### src/rtl/sup_pkg.sv
package sup_pkg;

    typedef enum logic [1:0] {
        WD_SEL_SHORT = 2'b00,
        WD_SEL_MID   = 2'b01,
        WD_SEL_LONG  = 2'b10,
        WD_SEL_OFF   = 2'b11
    } wd_sel_e;

    typedef enum logic {
        SUP_RUN  = 1'b0,
        SUP_HELD = 1'b1
    } sup_state_e;

    typedef struct packed {
        logic kick;
        logic cs;
    } wd_restart_t;

    function automatic int unsigned max3(input int unsigned a, input int unsigned b,
                                         input int unsigned c);
        int unsigned m;
        m = (a > b) ? a : b;
        return (m > c) ? m : c;
    endfunction

endpackage

### src/rtl/edge_sync.sv
module edge_sync #(
    parameter int STAGES = 2
) (
    input  logic clk,
    input  logic rst,
    input  logic din,
    output logic fall
);
    logic [STAGES+1:0] chain;

    assign chain[0] = din;

    for (genvar i = 1; i <= STAGES + 1; i++) begin : g_stage
        always_ff @(posedge clk) begin
            if (rst) chain[i] <= 1'b1;
            else     chain[i] <= chain[i-1];
        end
    end

    // older sample high, newer sample low
    assign fall = chain[STAGES+1] & ~chain[STAGES];

endmodule

### src/rtl/hold_timer.sv
module hold_timer
    import sup_pkg::*;
#(
    parameter int HOLD_CYC = 20,
    parameter int HW       = $clog2(HOLD_CYC + 1)
) (
    input  logic clk,
    input  logic rst,
    input  logic supply_ok,
    input  logic trip,
    output logic rst_hi,
    output logic rst_lo
);
    sup_state_e    state;
    logic [HW-1:0] cnt;

    always_ff @(posedge clk) begin
        if (rst) begin
            state  <= SUP_HELD;
            rst_lo <= 1'b0;
            cnt    <= '0;
        end else if (!supply_ok || trip) begin
            state  <= SUP_HELD;
            rst_lo <= 1'b0;
            cnt    <= '0;
        end else if (state == SUP_HELD) begin
            if (cnt == HW'(HOLD_CYC - 1)) begin
                state  <= SUP_RUN;
                rst_lo <= 1'b1;
                cnt    <= '0;
            end else begin
                cnt <= cnt + 1'b1;
            end
        end
    end

    assign rst_hi = (state == SUP_HELD);

    assert_rst_pair_R11: assert property (@(posedge clk) disable iff (rst)
        rst_hi != rst_lo);
    assert_supply_drop_R3: assert property (@(posedge clk) disable iff (rst)
        !supply_ok |=> rst_hi);
    assert_trip_holds_R8: assert property (@(posedge clk) disable iff (rst)
        trip |=> rst_hi);
    assert_release_R2: assert property (@(posedge clk) disable iff (rst)
        $fell(rst_hi) |-> $past(supply_ok));

endmodule

### src/rtl/wdog_timer.sv
module wdog_timer
    import sup_pkg::*;
#(
    parameter int TO_SHORT_CYC = 40,
    parameter int TO_MID_CYC   = 80,
    parameter int TO_LONG_CYC  = 120,
    parameter int CW           = 8
) (
    input  logic        clk,
    input  logic        rst,
    input  logic        sys_rst,
    input  logic        wd_en,
    input  wd_sel_e     sel,
    input  wd_restart_t restart,
    output logic        trip
);
    logic [CW-1:0] limit;
    logic [CW-1:0] cnt;
    logic          active;
    logic          kicked;

    always_comb begin
        case (sel)
            WD_SEL_SHORT: limit = CW'(TO_SHORT_CYC);
            WD_SEL_MID:   limit = CW'(TO_MID_CYC);
            WD_SEL_LONG:  limit = CW'(TO_LONG_CYC);
            default:      limit = '0;
        endcase
    end

    assign active = wd_en && (sel != WD_SEL_OFF);
    assign kicked = restart.kick | restart.cs;
    assign trip   = active && !sys_rst && !kicked && (cnt >= limit - CW'(1));

    always_ff @(posedge clk) begin
        if (rst || sys_rst || !active || kicked || trip) cnt <= '0;
        else                                             cnt <= cnt + 1'b1;
    end

    assert_hold_zero_R12: assert property (@(posedge clk) disable iff (rst)
        sys_rst |=> (cnt == '0));
    assert_restart_R6: assert property (@(posedge clk) disable iff (rst)
        (kicked && !sys_rst) |=> (cnt == '0));

endmodule

### src/rtl/rst_supervisor.sv
module rst_supervisor
    import sup_pkg::*;
#(
    parameter int HOLD_CYC     = 200_000,
    parameter int TO_SHORT_CYC = 600_000,
    parameter int TO_MID_CYC   = 1_400_000,
    parameter int TO_LONG_CYC  = 2_000_000,
    parameter int SYNC_STAGES  = 2
) (
    input  logic       clk,
    input  logic       rst,
    input  logic       pwr_good,
    input  logic       low_supply,
    input  logic       wd_kick,
    input  logic       spi_cs,
    input  logic       wd_en,
    input  logic [1:0] wd_sel,
    input  logic       flag_clr,
    output logic       sys_rst,
    output logic       sys_rst_n,
    output logic       wd_cause
);
    localparam int MAX_TO = int'(max3(TO_SHORT_CYC, TO_MID_CYC, TO_LONG_CYC));
    localparam int CW     = $clog2(MAX_TO + 1);
    localparam int HW     = $clog2(HOLD_CYC + 1);

    wd_restart_t restart;
    wd_sel_e     sel_e;
    logic        supply_ok;
    logic        trip;

    assign supply_ok = pwr_good & ~low_supply;
    assign sel_e     = wd_sel_e'(wd_sel);

    edge_sync #(.STAGES(SYNC_STAGES)) u_kick_sync (
        .clk(clk), .rst(rst), .din(wd_kick), .fall(restart.kick)
    );
    edge_sync #(.STAGES(SYNC_STAGES)) u_cs_sync (
        .clk(clk), .rst(rst), .din(spi_cs), .fall(restart.cs)
    );

    wdog_timer #(
        .TO_SHORT_CYC(TO_SHORT_CYC), .TO_MID_CYC(TO_MID_CYC),
        .TO_LONG_CYC(TO_LONG_CYC), .CW(CW)
    ) u_wdog (
        .clk(clk), .rst(rst), .sys_rst(sys_rst), .wd_en(wd_en),
        .sel(sel_e), .restart(restart), .trip(trip)
    );

    hold_timer #(.HOLD_CYC(HOLD_CYC), .HW(HW)) u_hold (
        .clk(clk), .rst(rst), .supply_ok(supply_ok), .trip(trip),
        .rst_hi(sys_rst), .rst_lo(sys_rst_n)
    );

    // supply loss beats expiry, expiry beats host clear
    always_ff @(posedge clk) begin
        if (rst)             wd_cause <= 1'b0;
        else if (!supply_ok) wd_cause <= 1'b0;
        else if (trip)       wd_cause <= 1'b1;
        else if (flag_clr)   wd_cause <= 1'b0;
    end

    assert_cause_set_R9: assert property (@(posedge clk) disable iff (rst)
        (trip && supply_ok) |=> (wd_cause && sys_rst));
    assert_cause_lost_R9: assert property (@(posedge clk) disable iff (rst)
        !supply_ok |=> !wd_cause);
    assert_cause_clr_R10: assert property (@(posedge clk) disable iff (rst)
        (flag_clr && !trip) |=> !wd_cause);

endmodule

### config.mk
export PLATFORM = sky130hd
export DESIGN_NAME = rst_supervisor
export DESIGN_NICKNAME = d
export VERILOG_FILES = /design/src/rtl/sup_pkg.sv /design/src/rtl/edge_sync.sv /design/src/rtl/hold_timer.sv /design/src/rtl/wdog_timer.sv /design/src/rtl/rst_supervisor.sv
export SDC_FILE = /design/constraint.sdc
export NUM_CORES = 1
export LEC_CHECK = 0
export BUFFER_PORTS_ARGS = -buffer_cell sky130_fd_sc_hd__buf_2
export CORE_MARGIN = 10
export CORE_UTILIZATION = 34
export DETAILED_ROUTE_END_ITERATION = 16
export GPL_ROUTABILITY_DRIVEN = 0
export PLACE_DENSITY = 0.45
export SETUP_SLACK_MARGIN = 0.05
export SYNTH_ARGS = -nofsm -noshare
export SYNTH_HDL_FRONTEND = slang
export SYNTH_SLANG_ARGS = --single-unit
### constraint.sdc
create_clock -name clk -period 3.3 [get_ports clk]
set_clock_uncertainty 0.2 [all_clocks]
set_input_delay 0.33 -clock clk [delete_from_list [all_inputs] [get_ports clk]]
set_output_delay 0.33 -clock clk [all_outputs]
set_load 0.05 [all_outputs]
=== Word-level counts from Yosys, hierarchy flattened ===
Index checks and enable logic that the tools add are counted.

* Add/subtract/negate cells: 3
* Magnitude comparators: 1
* Equal/unequal tests: 4
* Muxes and demuxes: 6
* Bitwise gates (word level): 8
* Reduce and logical (&&, ||, !) cells: 18

{| class="wikitable"
|+ Operators with widths
! kind !! count
|-
| 21-bit case mux with 3 select lines || 1
|-
| 21-bit by 1-bit adder with 21-bit output (second input constant) || 1
|-
| 21-bit greater-or-equal comparator || 1
|-
| 21-bit by 1-bit subtractor with 21-bit output (second input constant) || 1
|-
| 18-bit by 1-bit adder with 18-bit output (second input constant) || 1
|-
| 18-bit equality test (second input constant) || 1
|-
| 18-bit two-way mux || 1
|-
| 1-bit logical OR || 5
|-
| 1-bit logical AND || 4
|-
| 1-bit logical NOT || 4
|-
| 1-bit two-way mux || 4
|-
| 1-bit NOT || 4
|-
| 2-bit OR reduction || 2
|-
| 1-bit AND || 3
|-
| 2-bit by 1-bit equality test with 1-bit output (second input constant) || 1
|-
| 2-bit equality test (second input constant) || 1
|-
| 2-bit logical NOT || 1
|-
| 2-bit != test (second input constant) || 1
|-
| 2-bit AND reduction || 1
|-
| 2-bit nonzero test || 1
|-
| 1-bit OR || 1
|}

* Register bits after elaboration: 48
* Bits of input ports: 10
* Logic and storage cells: 51

=== Longest topological paths before layout ===
Gate-level depths: netlist (run 1).

* Depth after elaboration: 8
* Mapped depth: 11
* Depth with buffers taken out: 10

=== Cells and area by module ===
A second synthesis (run 1) with hierarchy kept.

* Cells, all modules: 278
* Area total of the unflattened synthesis: 2484.9 µm²

{| class="wikitable"
|+ By module, submodules not included
! module !! instances !! cells an instance !! area an instance (µm²) !! sequential area each (µm²)
|-
| wdog_timer || 1 || 150 || 1333.8 || 420.4
|-
| hold_timer || 1 || 109 || 927.1 || 400.4
|-
| edge_sync || 2 || 7 || 85.1 || 60.1
|-
| rst_supervisor || 1 || 5 || 53.8 || 20.0
|}

=== Least setup slack after synthesis (run 1) ===
OpenSTA, ideal clock, no wires.

* Kind: in2reg
* Start: input port wd_sel[0]
* End: register u_hold.cnt[0]
* Setup time: 0.136 ns
* Arrival: 2.122 ns
* Required time: 2.964 ns
* Path slack: 0.841 ns
* Cell stages on the path: 10
* Cells stage by stage: inv_1 ha_1 xnor2_1 ha_1 nand4_1 a211oi_2 o2111ai_2 o21ai_4 buf_6 a211oi_1

* Cells in the longest elaborated chain, start to end: 7
* Elaborated cells between the ends (all ways): 13

{| class="wikitable"
|+ RTL lines
! what !! RTL line !! source
|-
| start, declared || rst_supervisor.sv:17 || <nowiki>input logic [1:0] wd_sel,</nowiki>
|-
| 2-bit equality test (tied with other cells) || wdog_timer.sv:23 || <nowiki>case (sel)</nowiki>
|-
| 21-bit case mux with 3 select lines or 1-bit logical AND (tied branches) || wdog_timer.sv:23, wdog_timer.sv:31 ||
|-
| 21-bit by 1-bit subtractor with 21-bit output or 1-bit logical AND (tied branches) || wdog_timer.sv:33 || <nowiki>assign trip = active && !sys_rst && !kicked && (cnt >= limit - CW'(1));</nowiki>
|-
| 21-bit greater-or-equal comparator or 1-bit logical AND (tied branches) || wdog_timer.sv:33 ||
|-
| 1-bit logical AND (*) || wdog_timer.sv:33 ||
|-
| 1-bit logical OR (*) || hold_timer.sv:22 || <nowiki>end else if (!supply_ok || trip) begin</nowiki>
|-
| 2-bit OR reduction (no source line) (*) || -- ||
|-
| end signal, assigned || hold_timer.sv:32 || <nowiki>cnt <= cnt + 1'b1;</nowiki>
|-
| end, declared || hold_timer.sv:15 || <nowiki>logic [HW-1:0] cnt;</nowiki>
|}

Mark *: on every way between the ends. The rest lies on a longest branch, timed or not.
A chain may end at the register's enable or synchronous reset.

=== Worst setup path in the final report (run 1) ===
* Start: input port wd_sel[0]
* End: register u_hold.cnt[1]

The elaborated chain is that of the path after synthesis.

==> results, run 1 <==
- Dividing the detail-routed wire length by the instance count gives 13.9 um.
- In this run the post-CTS setup repair buffer count came out at 0.
- Summed over all layers, the global routing overflow is 0.
- Leaving out fill and tap cells, the most frequent cells in the layout are sky130_fd_sc_hd__dfxtp_1 (48), sky130_fd_sc_hd__nor2_1 (31), sky130_fd_sc_hd__xnor2_1 (24).
- Once detailed placement completed, the half-perimeter wirelength came to 4070 um.
- The violation count after the first detailed-route iteration is 62.
- The maximum buffer depth of the clock tree is 2.
- The register clock-pin slew on the reported worst setup and hold paths is 0.09 ns.
- At the pin with the least slew margin, the transition time is 0.894 ns.
- The critical path required time is 3.24 ns.
- The final worst-path cycle share is 0.823.
- 0 antenna diodes ended up in the layout.
- The worst relative slew slack is 0.402.
- The final design utilization is 0.380.
- Setup violations remaining at the end of the flow were counted as 0.
- Clock tree synthesis found a total of 48 sinks.
- The worst setup path is launched from an input pin.
- The via count of the first global-routing pass is 1949.
- The post-cts repair resize count is 0.
- The most crowded layer after global routing is met2.
- The synthesized design contains 0 enable-type register cells.
- The area share of the largest cell type after synthesis is 0.364.
- The run finished with clean final reports.
- In the routed design, unresolved DRC markers number 0.
- The total clock buffers created by CTS is 5.
- The peak clock frequency supported by timing is 368 MHz.
- In the post-synthesis netlist, the biggest area contributors are sky130_fd_sc_hd__dfxtp_1 (36%), sky130_fd_sc_hd__ha_1 (10%), sky130_fd_sc_hd__xnor2_1 (8.0%).
- In the routed layout, each cell is associated on average with a via count of 5.02.
- sky130_fd_sc_hd__dfxtp_1 takes more of the synthesized area than any other cell.
- The global-route track usage on met3 is 0.0256.
- The final route contains 2017 vias.
- The number of I/O port buffers is 12.
- The CTS root buffer is sky130_fd_sc_hd__clkbuf_8.
- The global routing usage on met2 is 0.164.
- The die covers 11700 um^2.
- Along the worst path, the maximum fanout reaches 18.
- The final critical delay including setup and external delays is 2.72 ns.
- Leaving out fill and tap cells, the most frequent cell in the layout is sky130_fd_sc_hd__dfxtp_1.
- The number of pins exceeding their max-slew limit in the final report is 0.
- The worst hold path belongs to the class input pin to register.
- The net count of the mapped netlist is 318.
- The region available for standard cell placement spans 7650 um^2.
- The number of failing hold endpoints at the final stage is 0.
- The number of placed I/O pins is 13.
- The overall fraction of global-route tracks in use is 0.101.
- After synthesis the netlist holds a flip-flop and latch count of 48.
- The leakage dissipation is 0.971 nW.
- The share of synthesized area occupied by flip-flops and latches is 0.364.
- The initial core utilization is 0.345.
- The residual antenna-violating net count after detailed routing is 0.
- Measured along the y axis, the die boundary spans 108 um.
- The category of the worst setup path capture point is a register.
- The mean instance size in the synthesized netlist is 9.19 um^2.
- The total power is 0.00105 W.
- The global-route wire length before repair is 9580 um.
- TritonCTS built the clock tree.
- The arrival time of data at the critical path endpoint is 2.66 ns.
- Counting the fill cells in the layout gives 803.
- The post-route setup TNS is 0 ns.
- The count of hold buffers inserted by post-cts repair is 0.
- Across the run, the number of max-cap violations was 0.
- Synthesis instantiated 44 different standard cells from the library.
- The number of antenna violations at the first check in global routing was 0.
- The worst-skew pair later-pin latency is 0.30 ns.
- After synthesis the cells add up to 2640 um^2.
- The flip-flop cell with the highest count after synthesis is sky130_fd_sc_hd__dfxtp_1.
- The standard-cell row count is 32.
- During synthesis, Yosys emitted a total of 0 warnings.
- The fraction of layout instances using a drive strength above 1 is 0.140.
- The total power divided by cell area is 362 nW/um^2.
- The maximum level of the CTS H-tree is 2.
- The tightest hold path in the finished design has a slack of 0.0127 ns.
- The critical path is of the input pin to register type.
- The met1 usage is 0.128.
- The post-detailed-routing wire length is 5600 um.
- The die is 108 um wide.
- For this run, the post-layout net count is 330.
- The number of standard cells after synthesis is 287.
- The fraction of registers with async set or reset after synthesis is 0.
- Setup repair after global routing left no endpoint under its margin.
- The area growth from synthesis to layout is 10.1%.
- The detailed-routing iteration count for the pre-antenna-repair pass is 4.
- Entering global routing, the biggest net connects 22 pins.
- The highest ir drop seen on vdd is 0.162 mV.
[sequential cells by signal, summed over array words and instances (netlist names)]
name and flops:
u_wdog.cnt 21, u_hold.cnt 18, u_cs_sync.chain 3, u_hold.rst_lo 1, u_kick_sync.chain 3, u_hold.rst_hi 1
wd_cause 1
[final cells by class]
cell class                      count  area (um^2)  share of cell area
Clock buffer                        6         72.6              0.0250
Clock inverter                      2         35.0              0.0121
Inverter                           13         48.8              0.0168
Multi-Input combinational cell    217         1580               0.545
Sequential cell                    48          961               0.331
Tap cell                          102          128              0.0440
Timing Repair Buffer               14         75.1              0.0259
[synthesized netlist by cell type, types with 5 or more instances]
library cell / n
sky130_fd_sc_hd__xnor2_1: 24
sky130_fd_sc_hd__nor3_1: 14
sky130_fd_sc_hd__nand3_1: 13
sky130_fd_sc_hd__or2_2: 7
sky130_fd_sc_hd__ha_1: 21
sky130_fd_sc_hd__a211oi_1: 11
sky130_fd_sc_hd__xor2_1: 12
sky130_fd_sc_hd__nor2_1: 31
sky130_fd_sc_hd__dfxtp_1: 48
sky130_fd_sc_hd__inv_1: 12
sky130_fd_sc_hd__nand4_1: 13
sky130_fd_sc_hd__a2111oi_1: 5
sky130_fd_sc_hd__nand2_1: 21
[through the flow]
stage	setup slack [ns]	cell area, um^2	cells
finish	0.584	2900	402
global route	0.399	2900	402
CTS	0.594	2900	402
detailed placement	0.261	2800	394
global placement	0.362	2800	394
floorplan	0.841	2640	287
[worst paths after layout]
path                                    startpoint                   end  slack, ns  depth (start not counted)
worst max-delay path                     wd_sel[0]         u_hold.cnt[1]       0.58                         10
worst min-delay path                       wd_kick  u_kick_sync.chain[1]       0.01                          2
worst max register to register      u_wdog.cnt[18]         u_hold.cnt[1]       0.90                          6
worst min register to register  u_cs_sync.chain[1]    u_cs_sync.chain[2]       0.21                          1
[power breakdown]
part / switching, W / internal [W] / total (W)
clock network: 0.000201 / 0.000225 / 0.000427
logic: 0.0000237 / 0.0000184 / 0.0000421
registers: 0.00000143 / 0.000582 / 0.000584
[layer usage]
metal,vias up,share of wire
li1,1051,-
met1,944,0.49
met2,20,0.47
met3,2,0.034
met4,0,0.0071
met5,-,0
[worst max-delay path, stage by stage]
cell                        delay [ns]
sky130_fd_sc_hd__buf_2            0.12
sky130_fd_sc_hd__inv_1            0.10
sky130_fd_sc_hd__ha_1             0.29
sky130_fd_sc_hd__xnor2_1          0.15
sky130_fd_sc_hd__ha_1             0.27
sky130_fd_sc_hd__nand4_1          0.18
sky130_fd_sc_hd__a211oi_2         0.27
sky130_fd_sc_hd__o2111ai_2        0.21
sky130_fd_sc_hd__o21ai_4          0.54
sky130_fd_sc_hd__a221oi_1         0.18
[cell families after synthesis]
| kind of cell | Yosys count | share of synthesized area |
|---|---|---|
| fa+ha+maj | 21 | 0.0997 |
| compound gates | 38 | 0.125 |
| flops | 48 | 0.364 |
| simple gates | 121 | 0.248 |
| mux | 1 | 0.00427 |
| buf+inv | 22 | 0.0384 |
| xor+xnor | 36 | 0.120 |
No activity file was read; power rests on OpenSTA's default activity.
==> inputs of run 2 (changes only) <==
--- a/config.mk
+++ b/config.mk
@@ -5,12 +5,13 @@
 export SDC_FILE = /design/constraint.sdc
 export NUM_CORES = 1
 export LEC_CHECK = 0
+export ABC_AREA = 1
 export BUFFER_PORTS_ARGS = -buffer_cell sky130_fd_sc_hd__buf_2
 export CORE_MARGIN = 10
 export CORE_UTILIZATION = 34
 export DETAILED_ROUTE_END_ITERATION = 16
 export GPL_ROUTABILITY_DRIVEN = 0
-export PLACE_DENSITY = 0.45
+export PLACE_DENSITY = 0.47
 export SETUP_SLACK_MARGIN = 0.05
 export SYNTH_ARGS = -nofsm -noshare
 export SYNTH_HDL_FRONTEND = slang
==> constraint.sdc (replaced) <==
create_clock -name clk -period 2.35 [get_ports clk]
set_clock_uncertainty 0.2 [all_clocks]
set_input_delay 0.235 -clock clk [delete_from_list [all_inputs] [get_ports clk]]
set_output_delay 0.235 -clock clk [all_outputs]
set_load 0.05 [all_outputs]
==> run 2 against run 1 <==
Flip-flop and latch count unchanged. Clock power up 62%. Sequential share of layout area decreased by 2.3 points. Combinational power increased by 72%. Non-clock buffer count increased by 11. Total power increased by 51%. Register-to-register slack got worse by 0.50 ns. Cell count is 26% higher. Die area grew 2.6%. Count of clock-buffer cells in the layout shrank 1. Hold slack improved by 0.0042 ns. Largest power group unchanged.
==> results, run 2 <==
- The flow ran to the end, and the final reports show no timing, DRC or antenna violations.
- The leakage dissipation is 1.26 nW (+29%).
- The number of warnings printed during yosys synthesis came to 0 (unchanged).
- The overall fraction of global-route tracks in use is 0.0971 (-0.00408).
- The number of nets in the finished design is 435 (+32%).
- The number of buffers added for setup after CTS is 0 (unchanged).
- The fraction of registers with async set or reset after synthesis came to 0 (unchanged).
- The number of standard cells after synthesis is 376 (+31%).
- The net count of the mapped netlist is 407 (+28%).
- The residual DRC count is 0 (unchanged).
- The area share of the largest cell type after synthesis is 0.353 (-0.0114).
- The die extent in y was 109 um (+1.3%).
- The residual antenna-violating net count after detailed routing is 0 (unchanged).
- The number of placed I/O pins is 13 (unchanged).
- The final setup violation count came to 0 (unchanged).
- The maximum level of the CTS H-tree is 2 (unchanged).
- The number of failing hold endpoints at the final stage was 0 (unchanged).
- Yosys attributes the largest share of cell area to sky130_fd_sc_hd__dfxtp_1 (35%), sky130_fd_sc_hd__nand2_1 (10%), sky130_fd_sc_hd__ha_1 (9.7%).
- The via count of the first global-routing pass was 2146 (+10%).
- The number of antenna violations at the first check in global routing is 0 (unchanged).
- More flip-flops sit in one register than any other, and that register is u_wdog.cnt.
- The reg-to-reg critical path endpoint is u_hold.cnt[8].
- The total power divided by cell area came to 508 nW/um^2 (+40%).
- In this run the worst hold path is classified as input pin to register.
- The half-perimeter wire length after placement is 4120 um (+1.1%).
- The maximum number of pins on one net before global-route repair was 22 (unchanged).
- The share of synthesized area occupied by flip-flops and latches came to 0.353 (-0.0114).
- In this run the most used layer during global routing was met2.
- The global-route wire length before repair is 9430 um (-1.5%).
- The largest registers in the layout are u_wdog.cnt (21), u_hold.cnt (18).
- The standard-cell row count was 32 (unchanged).
- The number of synthesized flops with an enable pin was 0 (unchanged).
- The routed length per instance is 10.6 um (-24%).
- The post-route setup TNS was 0 ns (unchanged).
- Setup repair after global routing left no endpoint under its margin.
- The arrival time of data at the critical path endpoint is 2.05 ns (-0.61 ns).
- The number of I/O port buffers was 12 (unchanged).
- The startpoint-to-endpoint class of the critical path is input pin to register.
- The via-per-instance ratio is 4.34 (-14%).
- The area growth from synthesis to layout is 14.5%.
- The placeable core region was 7770 um^2 (+1.6%).
- The total clock buffers created by CTS is 5 (unchanged).
- The flip-flop cell with the highest count after synthesis is sky130_fd_sc_hd__dfxtp_1.
- The area of the die is 12000 um^2 (+2.6%).
- The worst relative slew slack is 0.763 (+0.361).
- In the synthesized netlist, the cells that appear most often are sky130_fd_sc_hd__nand2_1 (73), sky130_fd_sc_hd__nor2_1 (60), sky130_fd_sc_hd__inv_1 (50), sky130_fd_sc_hd__dfxtp_1 (48), sky130_fd_sc_hd__nand3_1 (23).
- The top cell types in the final layout, fill and taps aside, are sky130_fd_sc_hd__nand2_1 (73), sky130_fd_sc_hd__nor2_1 (60), sky130_fd_sc_hd__inv_1 (50).
- The distinct cell type count of the synthesized netlist is 30 (-32%).
- The post-detailed-routing wire length was 5350 um (-4.5%).
- The total power is 0.00158 W (+51%).
- The category of the worst setup path capture point is a register.
- The register-to-register setup slack is 0.40 ns (-0.50 ns).
- In the post-synthesis netlist, the cell with the most instances is sky130_fd_sc_hd__nand2_1.
- The number of pins exceeding their max-slew limit in the final report is 0 (unchanged).
- The maximum buffer depth of the clock tree is 2 (unchanged).
- The remaining global-route overflow was 0 (unchanged).
- The launch point of the worst reg-to-reg path is u_wdog.cnt[20].
- The global routing usage on met2 is 0.171 (+0.00699).
- The startpoint class of the critical path is an input pin.
- The critical path starts at wd_sel[0].
- The number of flip-flops in the largest register is 21 (unchanged).
- The final critical delay including setup and external delays is 2.07 ns.
- The total inserted antenna cells was 0 (unchanged).
- The critical path required time is 2.33 ns (-0.91 ns).
- The peak clock frequency supported by timing is 484 MHz.
- The maximum fanout count along the critical path is 19 (+1).
- The worst reg-to-reg path cell count is 10 (+4).
- The register clock-pin slew on the reported worst setup and hold paths came to 0.09 ns (about the same).
- The global-route track usage on met3 was 0.0205 (-0.00510).
- The total number of vias is 2194 (+8.8%).
- The mean instance size in the synthesized netlist is 7.24 um^2 (-21%).
- The post-synthesis instance area is 2720 um^2 (+3.2%).
- Following the worst setup path forward leads to its endpoint at u_hold.cnt[8].
- The dominant cell type by area after synthesis is sky130_fd_sc_hd__dfxtp_1.
- The TritonCTS clock tree is built.
- The fraction of layout instances using a drive strength above 1 is 0.161 (+0.0209).
- The number of clock sinks seen by CTS is 48 (unchanged).
- The highest ir drop seen on vdd is 0.200 mV (+24%).
- The detailed-routing iteration count for the pre-antenna-repair pass is 4 (unchanged).
- In the finished design, the share of the clock period the worst path needs comes to 0.879.
- The violation count after the first detailed-route iteration is 38 (-39%).
- The worst-skew pair later-pin latency is 0.30 ns (about the same).
- The max capacitance violation total came to 0 (unchanged).
- The met1 usage was 0.113 (-0.0153).
- The CTS root buffer is sky130_fd_sc_hd__clkbuf_8.
- The width of the chip is 109 um (+1.3%).
- The total of flip-flops plus latches after synthesis is 48 (unchanged).
- The initial core utilization came to 0.350 (+0.00562).
- The transition time at the pin with the least slew margin is 0.353 ns (-0.542 ns).
- The library cell used most frequently in the layout, excluding fill and tap cells, is sky130_fd_sc_hd__nand2_1.
-- run 2: cell count changes after synthesis, sizes merged, moves of 6 or more --
| cell | change |
|---|---|
| nand2 | +57 |
| nor2 | +47 |
| inv | +39 |
| xnor2 | -18 |
| nand3 | +13 |
| a211oi | -12 |
| a2111oi | -7 |
| a21oi | +6 |
| nand4 | -6 |
| nor3 | -6 |
-- run 2: worst min-delay path by stage --
stage | from | end | depth (start not counted)
2_1_floorplan | rst | u_cs_sync.chain[3] | 2
3_3_place_gp | u_cs_sync.chain[1] | u_cs_sync.chain[2] | 1
3_5_place_dp | u_kick_sync.chain[1] | u_kick_sync.chain[2] | 1
4_1_cts | rst | u_kick_sync.chain[1] | 2
5_1_grt | rst | u_kick_sync.chain[1] | 2
6_report | rst | u_kick_sync.chain[1] | 2
-- run 2: what timing repair did --
action | CTS | global route
endpoints found under the hold margin | 3 | 0
hold buffers | 3 | 0
endpoints found under the setup margin | 0 | 0
gates resized for setup | 0 | 0
-- run 2: critical path, cell delays in order --
cell	delay, ns
sky130_fd_sc_hd__buf_2	0.11
sky130_fd_sc_hd__buf_4	0.13
sky130_fd_sc_hd__ha_1	0.22
sky130_fd_sc_hd__xnor2_1	0.13
sky130_fd_sc_hd__ha_1	0.27
sky130_fd_sc_hd__nand2_1	0.05
sky130_fd_sc_hd__nor2_1	0.15
sky130_fd_sc_hd__inv_1	0.07
sky130_fd_sc_hd__nor3_1	0.13
sky130_fd_sc_hd__nand2_1	0.08
sky130_fd_sc_hd__nand3_2	0.09
sky130_fd_sc_hd__nand2_4	0.06
sky130_fd_sc_hd__nand2_4	0.24
sky130_fd_sc_hd__nor2_1	0.07
-- run 2: routing by layer --
metal,wire length (um),share of wire
met5,0,0
met4,72,0.013
met3,103,0.019
met2,2640,0.49
met1,2530,0.47
-- run 2: logic make-up after synthesis --
logic type | synth area share
AOI/OAI and AO/OA | 0.0372
and+or+nand+nor | 0.356
adders and majority gates | 0.0966
DFF | 0.353
xor gates and xnor gates | 0.0708
buffers and inverters | 0.0864
-- run 2: cell type report --
| type | count | area, um^2 |
|---|---|---|
| clock buffer | 5 | 68.8 |
| clock inverter | 2 | 60.1 |
| inverter | 52 | 195 |
| timing repair buffer | 25 | 178 |
| multi-input combinational | 272 | 1530 |
| tap | 102 | 128 |
| fill | 862 | 4650 |
| sequential | 48 | 961 |
-- run 2: per-stage QoR --
step,worst slack [ns],hold WS [ns],cells,utilization,area (um^2)
2_1_floorplan,0.231,0.139,376,-,2720
3_3_place_gp,-0.0415,0.192,496,0.381,2960
3_5_place_dp,-0.0692,0.193,496,0.381,2960
4_1_cts,0.258,0.0161,506,0.401,3120
5_1_grt,0.0521,0.0185,506,0.401,3120
6_report,0.285,0.0169,506,0.401,3120
-- run 2: where the power goes --
group          switching [W]  leakage [nW]  internal [W]
clock               0.000273        0.0642      0.000419
combinational      0.0000379         0.805     0.0000345
sequential        0.00000165         0.388      0.000817
total               0.000313          1.26       0.00127
==> inputs of run 3 (changes only) <==
--- a/config.mk
+++ b/config.mk
@@ -5,10 +5,11 @@
 export SDC_FILE = /design/constraint.sdc
 export NUM_CORES = 1
 export LEC_CHECK = 0
-export ABC_AREA = 1
+export ABC_AREA = 0
 export BUFFER_PORTS_ARGS = -buffer_cell sky130_fd_sc_hd__buf_2
 export CORE_MARGIN = 10
 export CORE_UTILIZATION = 34
+export CTS_CLUSTER_SIZE = 40
 export DETAILED_ROUTE_END_ITERATION = 16
 export GPL_ROUTABILITY_DRIVEN = 0
 export PLACE_DENSITY = 0.47
==> run 3 against run 2 <==
Non-clock buffer count grew 23. Via count shrank 0.41%. Cell count shrank 14%. Cell area grew 11%. Register-to-register slack lost 0.25 ns. Worst setup slack lost 0.18 ns. Count of clock-buffer cells in the layout grew 1. First-iteration DRC count grew 29%. Sequential share of layout area shrank 2.9 points. Sequential power is essentially flat. Die area shrank 2.6%. Critical path type unchanged. Critical endpoint is now u_wdog.cnt[13]. Highest routed layer unchanged.
==> results, run 3 (synthesized netlist as in run 1, its figures left out) <==
- The peak clock frequency supported by timing was 445 MHz (-8.1%).
- The residual DRC count is 0 (unchanged).
- The number of I/O port buffers was 12 (unchanged).
- The fraction of layout instances using a drive strength above 1 was 0.290 (+0.130).
- The largest registers in the layout are u_wdog.cnt (21), u_hold.cnt (18).
- The number of failing hold endpoints at the final stage is 0 (unchanged).
- The worst setup path is of the input pin to register kind.
- The die extent in y is 108 um (-1.3%).
- The maximum level of the CTS H-tree is 2 (unchanged).
- The total power divided by cell area is 456 nW/um^2 (-10%).
- The area of the die is 11700 um^2 (-2.6%).
- The post-route setup TNS was 0 ns (unchanged).
- The highest ir drop seen on vdd is 0.246 mV (+23%).
- The worst setup path is launched from an input pin.
- The number of antenna violations at the first check in global routing is 0 (unchanged).
- The width of the chip came to 108 um (-1.3%).
- The arrival time of data at the critical path endpoint came to 2.25 ns (+0.20 ns).
- The number of placed I/O pins is 13 (unchanged).
- The placeable core region is 7650 um^2 (-1.5%).
- CTS placed an instance of sky130_fd_sc_hd__clkbuf_8 at the clock tree root.
- The number of nets in the finished design is 364 (-16%).
- The run finished with clean final reports.
- The overall fraction of global-route tracks in use is 0.108 (+0.0110).
- The transition time at the pin with the least slew margin was 0.379 ns (+0.0262 ns).
- The worst hold-check path type is input pin to register.
- The critical path required time is 2.35 ns (+0.02 ns).
- The number of flip-flops in the largest register is 21 (unchanged).
- The detailed-routing iteration count for the pre-antenna-repair pass is 6 (+2).
- The violation count after the first detailed-route iteration is 49 (+29%).
- The library cell used most frequently in the layout, excluding fill and tap cells, is sky130_fd_sc_hd__dfxtp_1.
- The maximum number of pins on one net before global-route repair came to 22 (unchanged).
- The register clock-pin slew on the reported worst setup and hold paths was 0.09 ns (about the same).
- The leakage dissipation came to 1.17 nW (-6.7%).
- Setup repair after global routing left no endpoint under its margin.
- The via count of the first global-routing pass is 2198 (+2.4%).
- The final worst-path cycle share came to 0.956 (+0.0771).
- The final critical delay including setup and external delays was 2.25 ns (+0.181 ns).
- The via-per-instance ratio is 5.01 (+16%).
- The first element of the critical path is wd_sel[1].
- The number of clock sinks seen by CTS is 48 (unchanged).
- The total inserted antenna cells was 0 (unchanged).
- The maximum fanout count along the critical path is 5 (-14).
- The library cells used most frequently in the layout, excluding fill and tap cells, are sky130_fd_sc_hd__dfxtp_1 (46), sky130_fd_sc_hd__nor2_1 (30), sky130_fd_sc_hd__buf_4 (27).
- The area growth from synthesis to layout is 31.0%.
- The worst-skew pair later-pin latency came to 0.30 ns (about the same).
- The number of pins exceeding their max-slew limit in the final report is 0 (unchanged).
- The total power is 0.00157 W (-0.58%).
- The largest register by flop count is u_wdog.cnt.
- The half-perimeter wire length after placement is 4130 um (+0.42%).
- The final setup violation count is 0 (unchanged).
- The total number of vias was 2185 (-0.41%).
- The standard-cell row count was 32 (unchanged).
- The routed length per instance came to 14.7 um (+40%).
- The TritonCTS clock tree is built.
- The initial core utilization is 0.345 (-0.00562).
- The global-route wire length before repair is 10400 um (+11%).
- The residual antenna-violating net count after detailed routing is 0 (unchanged).
- The worst relative slew slack is 0.747 (-0.0160).
- The placement-stage worst setup slack is -0.256 ns (-0.187 ns).
- The smallest setup slack after layout is 0.104 ns (-0.181 ns).
- In this run the most critical hold path is launched from low_supply.
- The total clock buffers created by CTS is 5 (unchanged).
- The maximum buffer depth of the clock tree was 2 (unchanged).
- The max capacitance violation total came to 0 (unchanged).
- The worst register-to-register path begins at u_wdog.cnt[8].
- The remaining global-route overflow came to 0 (unchanged).
- The post-detailed-routing wire length is 6430 um (+20%).
- The worst setup path is captured at a register.
==> run 3: changes by cell type in the layout (fill, tap and decap cells not counted), moves of 8 or more <==
cell and delta:
sky130_fd_sc_hd__nand2_1 -53, sky130_fd_sc_hd__ha_1 -8, sky130_fd_sc_hd__nand3_1 -11, sky130_fd_sc_hd__nor2_2 -16
sky130_fd_sc_hd__xnor2_1 +18, sky130_fd_sc_hd__a21oi_1 -8, sky130_fd_sc_hd__a211oi_1 +10, sky130_fd_sc_hd__nor2_1 -30
sky130_fd_sc_hd__inv_1 -40, sky130_fd_sc_hd__buf_4 +18
==> run 3: per-stage QoR <==
stage | hold slack (ns) | util | std cells | area [um^2]
floorplan | 0.139 | - | 287 | 2650
CTS | 0.00251 | 0.413 | 428 | 3160
global route | 0.00482 | 0.452 | 436 | 3450
detailed placement | 0.197 | 0.393 | 417 | 3010
global placement | 0.192 | 0.393 | 417 | 3010
finish | 0.00815 | 0.452 | 436 | 3450
==> run 3: final timing paths <==
check | to | slack [ns] | cells after the start
setup / recovery | u_wdog.cnt[13] | 0.10 | 14
hold / removal | u_hold.rst_hi | 0.008 | 3
setup reg to reg | u_wdog.cnt[13] | 0.15 | 9
hold reg to reg | u_cs_sync.chain[2] | 0.22 | 1
==> run 3: critical path, stage by stage <==
cell,delay (ns)
sky130_fd_sc_hd__buf_6,0.10
sky130_fd_sc_hd__inv_4,0.04
sky130_fd_sc_hd__buf_4,0.13
sky130_fd_sc_hd__ha_4,0.15
sky130_fd_sc_hd__nor2_2,0.09
sky130_fd_sc_hd__nor2_1,0.05
sky130_fd_sc_hd__ha_1,0.29
sky130_fd_sc_hd__nand3_2,0.10
sky130_fd_sc_hd__nor3b_4,0.24
sky130_fd_sc_hd__nor3_4,0.07
sky130_fd_sc_hd__buf_6,0.12
sky130_fd_sc_hd__o2111ai_4,0.35
sky130_fd_sc_hd__clkbuf_16,0.23
sky130_fd_sc_hd__nor2_1,0.04
==> run 3: power by group <==
group | switching, W | leakage (nW) | internal [W]
combinational | 0.0000499 | 0.722 | 0.0000542
sequential | 0.00000217 | 0.389 | 0.000817
clock | 0.000303 | 0.0614 | 0.000349
==> run 3: what timing repair did <==
action                                  in CTS  in global routing
cloned                                       0                  3
buffers inserted                             0                  5
hold endpoints to repair                     3                  0
pin swaps                                    1                 17
hold buffers                                 3                  0
endpoints found under the setup margin       7                 34
gates resized for setup                      1                 36
==> run 3: final cells by class <==
| class | instances | area (um^2) |
|---|---|---|
| Timing Repair Buffer | 48 | 418 |
| Multi-Input combinational cell | 217 | 1770 |
| Clock buffer | 6 | 82.6 |
| Fill cell | 759 | 4190 |
| Inverter | 13 | 53.8 |
| Clock inverter | 2 | 38.8 |
| Sequential cell | 48 | 966 |
| Tap cell | 102 | 128 |
==> run 3: layer usage <==
layer / vias up / part of all wire / GRT usage
met2: 19 / 0.52 / 0.186
met1: 1043 / 0.45 / 0.134
li1: 1121 / - / -
met4: 0 / 0.0047 / 0.0229
met5: - / 0 / 0
met3: 2 / 0.028 / 0.0256
